===== config.mk =====
export PLATFORM = sky130hd
export DESIGN_NAME = dout_trig_cond
export DESIGN_NICKNAME = d
export VERILOG_FILES = /design/src/rtl/trg_pkg.sv /design/src/rtl/trg_sync.sv /design/src/rtl/trg_src_mux.sv /design/src/rtl/trg_pulse.sv /design/src/rtl/trg_gate.sv /design/src/rtl/dout_trig_cond.sv
export SDC_FILE = /design/constraint.sdc
export NUM_CORES = 1
export LEC_CHECK = 0
export BUFFER_PORTS_ARGS = -buffer_cell sky130_fd_sc_hd__buf_2
export CAP_MARGIN = 20
export CORE_UTILIZATION = 55
export CTS_BUF_LIST = sky130_fd_sc_hd__clkbuf_8 sky130_fd_sc_hd__clkbuf_16
export DETAILED_ROUTE_END_ITERATION = 12
export PLACE_DENSITY = 0.76
export SLEW_MARGIN = 20
export SYNTH_ARGS = -nofsm -noshare
export SYNTH_HDL_FRONTEND = slang
export SYNTH_HIERARCHICAL = 1
export SYNTH_SLANG_ARGS = --single-unit

===== constraint.sdc =====
create_clock -name clk -period 5.42 [get_ports clk]
set_clock_uncertainty 0.05 [all_clocks]
set_input_delay 1.084 -clock clk [delete_from_list [all_inputs] [get_ports clk]]
set_output_delay 1.084 -clock clk [all_outputs]
set_load 0.01 [all_outputs]

===== src/rtl/trg_pkg.sv =====
package trg_pkg;
  localparam int unsigned N_SRC_DEF   = 64;
  localparam int unsigned SEL_W_DEF   = $clog2(N_SRC_DEF);
  localparam int unsigned SYNC_DEF    = 2;
  // Selector codes with fixed meaning on every path
  localparam int unsigned CODE_LOCAL  = 0;
  localparam int unsigned CODE_LOW    = 31;
endpackage


===== src/rtl/trg_sync.sv =====
module trg_sync #(
  parameter int unsigned W      = 64,
  parameter int unsigned STAGES = 2
) (
  input  logic         clk,
  input  logic         rst_n,
  input  logic [W-1:0] d,
  output logic [W-1:0] q
);
  logic [W-1:0] stg_d [STAGES];
  logic [W-1:0] stg_q [STAGES];

  for (genvar s = 0; s < STAGES; s++) begin : g_stage
    if (s == 0) begin : g_first
      assign stg_d[s] = d;
    end else begin : g_next
      assign stg_d[s] = stg_q[s-1];
    end

    always_ff @(posedge clk or negedge rst_n) begin
      if (!rst_n) stg_q[s] <= '0;
      else        stg_q[s] <= stg_d[s];
    end
  end

  assign q = stg_q[STAGES-1];
endmodule


===== src/rtl/trg_src_mux.sv =====
module trg_src_mux #(
  parameter int unsigned N_SRC = 64,
  parameter int unsigned SEL_W = 6
) (
  input  logic [N_SRC-1:0] vec,
  input  logic [SEL_W-1:0] sel,
  input  logic             local_src,
  output logic             lvl
);
  import trg_pkg::*;

  always_comb begin
    if (sel == SEL_W'(CODE_LOCAL))     lvl = local_src;
    else if (sel == SEL_W'(CODE_LOW))  lvl = 1'b0;
    else                               lvl = vec[sel];
  end
endmodule


===== src/rtl/trg_pulse.sv =====
module trg_pulse (
  input  logic clk,
  input  logic rst_n,
  input  logic lvl,
  input  logic edge_mode,
  input  logic qual,
  output logic pulse
);
  logic prev_q;
  logic pulse_d, pulse_q;

  always_comb begin
    if (edge_mode) pulse_d = qual & lvl & ~prev_q;
    else           pulse_d = qual & lvl;
  end

  always_ff @(posedge clk or negedge rst_n) begin
    if (!rst_n) begin
      prev_q  <= 1'b0;
      pulse_q <= 1'b0;
    end else begin
      prev_q  <= lvl;
      pulse_q <= pulse_d;
    end
  end

  assign pulse = pulse_q;
endmodule


===== src/rtl/trg_gate.sv =====
module trg_gate #(
  parameter int unsigned N_SRC = 64,
  parameter int unsigned SEL_W = 6
) (
  input  logic             clk,
  input  logic             rst_n,
  input  logic [N_SRC-1:0] vec,
  input  logic             en,
  input  logic             pol,
  input  logic [SEL_W-1:0] sel,
  output logic             active,
  output logic             ok
);
  import trg_pkg::*;

  logic src_lvl;
  logic ok_q;

  trg_src_mux #(.N_SRC(N_SRC), .SEL_W(SEL_W)) u_mux (
    .vec      (vec),
    .sel      (sel),
    .local_src(1'b0),
    .lvl      (src_lvl)
  );

  always_comb begin
    if (!en || sel == SEL_W'(CODE_LOCAL)) active = 1'b1;
    else                                  active = src_lvl ^ pol;
  end

  always_ff @(posedge clk or negedge rst_n) begin
    if (!rst_n) ok_q <= 1'b1;
    else        ok_q <= active;
  end

  assign ok = ok_q;
endmodule


===== src/rtl/dout_trig_cond.sv =====
module dout_trig_cond #(
  parameter int unsigned N_SRC = trg_pkg::N_SRC_DEF,
  parameter int unsigned SEL_W = trg_pkg::SEL_W_DEF,
  parameter int unsigned SYNC  = trg_pkg::SYNC_DEF
) (
  input  logic             clk,
  input  logic             rst_n,
  input  logic [N_SRC-1:0] route_in,
  input  logic             sw_start,
  input  logic             timer_tc,
  input  logic [SEL_W-1:0] start_sel,
  input  logic             start_pol,
  input  logic             start_edge,
  input  logic [SEL_W-1:0] upd_sel,
  input  logic             upd_pol,
  input  logic             gate_en,
  input  logic             gate_pol,
  input  logic [SEL_W-1:0] gate_sel,
  output logic             start_pulse,
  output logic             update_pulse,
  output logic             gate_ok
);
  import trg_pkg::*;

  logic [N_SRC-1:0] route_s;
  logic start_raw, start_lvl;
  logic upd_raw, upd_lvl, upd_internal;
  logic gate_active;

  trg_sync #(.W(N_SRC), .STAGES(SYNC)) u_sync (
    .clk  (clk),
    .rst_n(rst_n),
    .d    (route_in),
    .q    (route_s)
  );

  // Start path: code 0 takes the software pulse
  trg_src_mux #(.N_SRC(N_SRC), .SEL_W(SEL_W)) u_start_mux (
    .vec      (route_s),
    .sel      (start_sel),
    .local_src(sw_start),
    .lvl      (start_raw)
  );

  assign start_lvl = start_raw ^ start_pol;

  trg_pulse u_start (
    .clk      (clk),
    .rst_n    (rst_n),
    .lvl      (start_lvl),
    .edge_mode(start_edge),
    .qual     (1'b1),
    .pulse    (start_pulse)
  );

  // Update path: code 0 is the internal timer, taken as-is with no polarity
  trg_src_mux #(.N_SRC(N_SRC), .SEL_W(SEL_W)) u_upd_mux (
    .vec      (route_s),
    .sel      (upd_sel),
    .local_src(timer_tc),
    .lvl      (upd_raw)
  );

  always_comb begin
    upd_internal = (upd_sel == SEL_W'(CODE_LOCAL));
    if (upd_internal) upd_lvl = upd_raw;
    else              upd_lvl = upd_raw ^ upd_pol;
  end

  trg_gate #(.N_SRC(N_SRC), .SEL_W(SEL_W)) u_gate (
    .clk   (clk),
    .rst_n (rst_n),
    .vec   (route_s),
    .en    (gate_en),
    .pol   (gate_pol),
    .sel   (gate_sel),
    .active(gate_active),
    .ok    (gate_ok)
  );

  trg_pulse u_upd (
    .clk      (clk),
    .rst_n    (rst_n),
    .lvl      (upd_lvl),
    .edge_mode(~upd_internal),
    .qual     (gate_active),
    .pulse    (update_pulse)
  );
endmodule


== Word level (Yosys, flattened, before mapping) ==
Cells that the tools add are included.
Storage, ports and cells
  register bits: 133
  word-level logic and storage cells: 42
  output and inout bits: 3
Cells by class
  magnitude comparators: 3
  equality and inequality tests: 3
  bitwise operators: 8
  mux-type cells: 16
  reductions and logical operators: 5
Operators with widths (number)
  < comparator 6 x 7 -> 1 bit, second input constant: 3
  binary-select mux 1 bit (select 6 bit): 3
  == test 6 x 5 -> 1 bit, second input constant: 3
  zero test 6 bit: 3
  two-way mux 1 bit: 13
  AND 1 bit: 3
  XOR 1 bit: 3
  NOT 1 bit: 2
  zero test 1 bit: 1
  logical OR 1 bit: 1

== Depth between registers and ports, before layout ==
  depth after elaboration: 9
  gate-level depth with buffers: 10

== By module ==
The synthesis kept the hierarchy.
Modules (own cells, without submodules)
  trg_sync: cells each 128, times used 1, area each 3203.1 µm²
  trg_src_mux: cells each 52, times used 3, area each 651.9 µm²
  trg_pulse: cells each 4, times used 2, area each 62.6 µm²
  trg_gate: cells each 5, times used 1, area each 55.1 µm²
  dout_trig_cond: cells each 7, times used 1, area each 48.8 µm²

== Worst setup path after synthesis ==
Ideal clock, no wire load.
  kind: input to register
  start: input port gate_sel[0]
  end: register u_upd.pulse_q (netlist: u_upd/pulse)
  path slack: 2.585 ns
  stages on the path: 10
  data required time: 5.253 ns
  arrival: 2.668 ns
  path buffers: 2
  setup time: 0.117 ns
  path through: buf_6 buf_12 mux4_2 a32oi_1 o2111ai_1 a32o_1 xnor2_1 o311ai_1 nand2_1 a21oi_2
Between the ends
  longest elaborated chain between the ends: 9
Ends and longest elaborated chain
  start: declaration: RTL line dout_trig_cond.sv:18  | input logic [SEL_W-1:0] gate_sel,
  binary-select mux 1 bit (select 6 bit): RTL line trg_src_mux.sv:15  | else lvl = vec[sel];
  two-way mux 1 bit (implied by the code): RTL line trg_src_mux.sv:15
  two-way mux 1 bit: RTL line trg_src_mux.sv:14  | else if (sel == SEL_W'(CODE_LOW)) lvl = 1'b0;
  two-way mux 1 bit *: RTL line trg_src_mux.sv:13  | if (sel == SEL_W'(CODE_LOCAL)) lvl = local_src;
  net u_gate.src_lvl: RTL line trg_gate.sv:16  | logic src_lvl;
  XOR 1 bit *: RTL line trg_gate.sv:28  | else active = src_lvl ^ pol;
  two-way mux 1 bit *: RTL line trg_gate.sv:27  | if (!en || sel == SEL_W'(CODE_LOCAL)) active = 1'b1;
  net gate_active: RTL line dout_trig_cond.sv:28  | logic gate_active;
  AND 1 bit *: RTL line trg_pulse.sv:13, trg_pulse.sv:14
  AND 1 bit: RTL line trg_pulse.sv:13  | if (edge_mode) pulse_d = qual & lvl & ~prev_q;
  two-way mux 1 bit *: RTL line trg_pulse.sv:13
  net u_upd.pulse_d: RTL line trg_pulse.sv:10  | logic pulse_d, pulse_q;
  end signal: assignment: RTL line trg_pulse.sv:23  | pulse_q <= pulse_d;
  end: declaration: RTL line trg_pulse.sv:10
The timed path passes the listed nets; every way through them passes the cells marked *. The select of a mux whose other input is x is not followed.

== Final worst setup path ==
Ends and elaborated chain as after synthesis.

==> impl_metrics.env <==
export IMPL_wirelength_mm=10.6
export IMPL_gp_congestion=0.843
export IMPL_htreeDepth=4
export IMPL_critPathMaxStageDelay_ps=620
export IMPL_crit_path_end_kind="register"
export IMPL_final_common_cell="dfrtp_1"
export IMPL_first_iter_violations=208
export IMPL_detail_route_antenna_nets=0
export IMPL_clkTransAtPathRegs_ps=60
export IMPL_post_cts_buffers=0
export IMPL_critPathRequiredTime_ps=5780
export IMPL_fin_tns_setup_ps=0
export IMPL_synth_area_per_cell_sq_um=17.7
export IMPL_rows=35
export IMPL_cts_resized_gates=0
export IMPL_leakagePower_nw=2.86
export IMPL_layout_setup_ws_ps=2510
export IMPL_start_kind="input pin"
export IMPL_fin_util_pct=68.4
export IMPL_grt_max_degree=92
export IMPL_grt_total_usage_pct=23.7
export IMPL_final_cell_mix="130 x dfrtp_1, 91 x buf_2, 30 x mux4_1"
export IMPL_cts_root_buf="clkbuf_8"
export IMPL_grt_pass1_vias=3287
export IMPL_overflow=0
export IMPL_io_pins=94
export IMPL_syn_area_sq_um=5340
export IMPL_grt_pass1_wl_mm=17.2
export IMPL_antenna_found_initial=0
export IMPL_initial_core_util_pct=57.2
export IMPL_die_w_microns=101
export IMPL_numCtsBuffers=17
export IMPL_fin_crit_ps=2910
export IMPL_ir_drop_uv=272
export IMPL_rsz0062_at_grt="no"
export IMPL_status="finished clean"
export IMPL_dpl_worst_slack_ps=2010
export IMPL_critical_path_max_fanout=20
export IMPL_period_share_pct=53.7
export IMPL_cts_sinks=131
export IMPL_hpwl_mm=6.82
export IMPL_path_cells="buf_2 -> mux4_2 -> a32oi_1 -> o2111ai_1 -> a32o_1 -> xnor2_1 -> o311ai_1 -> nand2_1 -> a21oi_2"
export IMPL_num_vias=3150
export IMPL_nFillCells=604
export IMPL_fin_nets=488
export IMPL_antenna_cells=0
export IMPL_setup_viol_count_final=0
export IMPL_drv_slew=0
export IMPL_drive_gt1_share_pct=37.3
export IMPL_die_h_microns=101
export IMPL_criticalPathCategory="in2reg"
export IMPL_die_area_sq_um=10100
export IMPL_synthesis_yosys_warnings=6
export IMPL_synthToLayoutAreaGrowth_pct=19.5
export IMPL_p_per_area_nw_per_um2=376
export IMPL_path_delay_family="compound AO/OA/AOI/OAI gates"
export IMPL_crit_buf_inv=1
export IMPL_core_sq_um=9330
export IMPL_detail_route_vias_per_cell=5.84
export IMPL_clock_path_buffers=2
export IMPL_drc=0
export IMPL_fmax_ghz=0.343
export IMPL_ctsHoldBuffers=0
export IMPL_tritoncts="yes"
export IMPL_worstHoldPathType="reg2reg"
export IMPL_cp_arrival_ps=3270
export IMPL_wire_per_inst_microns=19.7
export IMPL_drv_cap=0
export IMPL_seqCellArea_sq_um=3280
export IMPL_hold_viol=0
export IMPL_io_buffers=92
export IMPL_multi_input_area_sq_um=1860
export IMPL_drt_first_pass_iters=5
export IMPL_hold_ws_ps=297
export IMPL_relSlewSlack_pct=49.7
export IMPL_clkLatencyLatePin_ps=520
export IMPL_slowest_stage="mux4_2"
export IMPL_worst_slew_pin_slew_ps=754
export IMPL_syn_inst=302
[sequential cells by signal, indices dropped and copies added, names as in the netlist]
register	flops
u_upd/pulse	1
u_sync/q	63
u_upd/prev_q	1
u_start/prev_q	1
u_gate/ok	1
u_sync/stg_d	63
u_start/pulse	1
[layout make-up]
class	instances	area share [%]
Clock buffer	18	6.71
Clock inverter	14	2.63
Inverter	3	0.177
Multi-Input combinational cell	151	29.1
Sequential cell	131	51.4
Tap cell	129	2.53
Timing Repair Buffer	93	7.44
[power by group]
part | internal [W] | total, W | switching (W)
logic | 0.000102 | 0.000203 | 0.000101
clock network | 0.000681 | 0.00113 | 0.000451
registers | 0.00103 | 0.00106 | 0.0000278
[metrics by stage]
step	power [W]	cells	cell area, sq um
4_1_cts	0.00242	539	6370
5_1_grt	0.00249	539	6380
3_5_place_dp	0.00128	507	5780
6_report	0.00240	539	6380
2_1_floorplan	0.00120	303	5340
3_3_place_gp	0.00127	507	5780
[metal layers]
| metal | vias up | share of wire, % | track usage (%) |
|---|---|---|---|
| li1 | 1383 | - | - |
| met1 | 1584 | 41 | 30.5 |
| met2 | 158 | 50 | 37.4 |
| met3 | 25 | 6.4 | 6.03 |
| met4 | 0 | 3.1 | 12.8 |
| met5 | - | 0 | 0 |
[worst register-to-register path, stage by stage, from the launching register on]
cell and delay, ps:
dfrtp_1 420, mux4_1 510, a22oi_1 220, o211ai_1 120, a32o_1 250, xnor2_1 140
o311ai_1 180, nand2_1 140, a21oi_2 40
[path summary, 6_finish.rpt]
path	slack [ps]	cells after the start	from	to
max	2510	9	gate_sel[0]	u_upd/pulse$_DFF_PN0_
min	300	0	u_sync/stg_d[50]$_DFF_PN0_	u_sync/q[50]$_DFF_PN0_
max reg2reg	3250	8	u_sync/q[24]$_DFF_PN0_	u_upd/pulse$_DFF_PN0_
min reg2reg	300	0	u_sync/stg_d[50]$_DFF_PN0_	u_sync/q[50]$_DFF_PN0_
max in group asynchronous	3770	2	rst_n	u_gate/ok$_DFF_PN1_
min in group asynchronous	560	1	rst_n	u_sync/stg_d[52]$_DFF_PN0_
(Power assumes the default switching activity.)
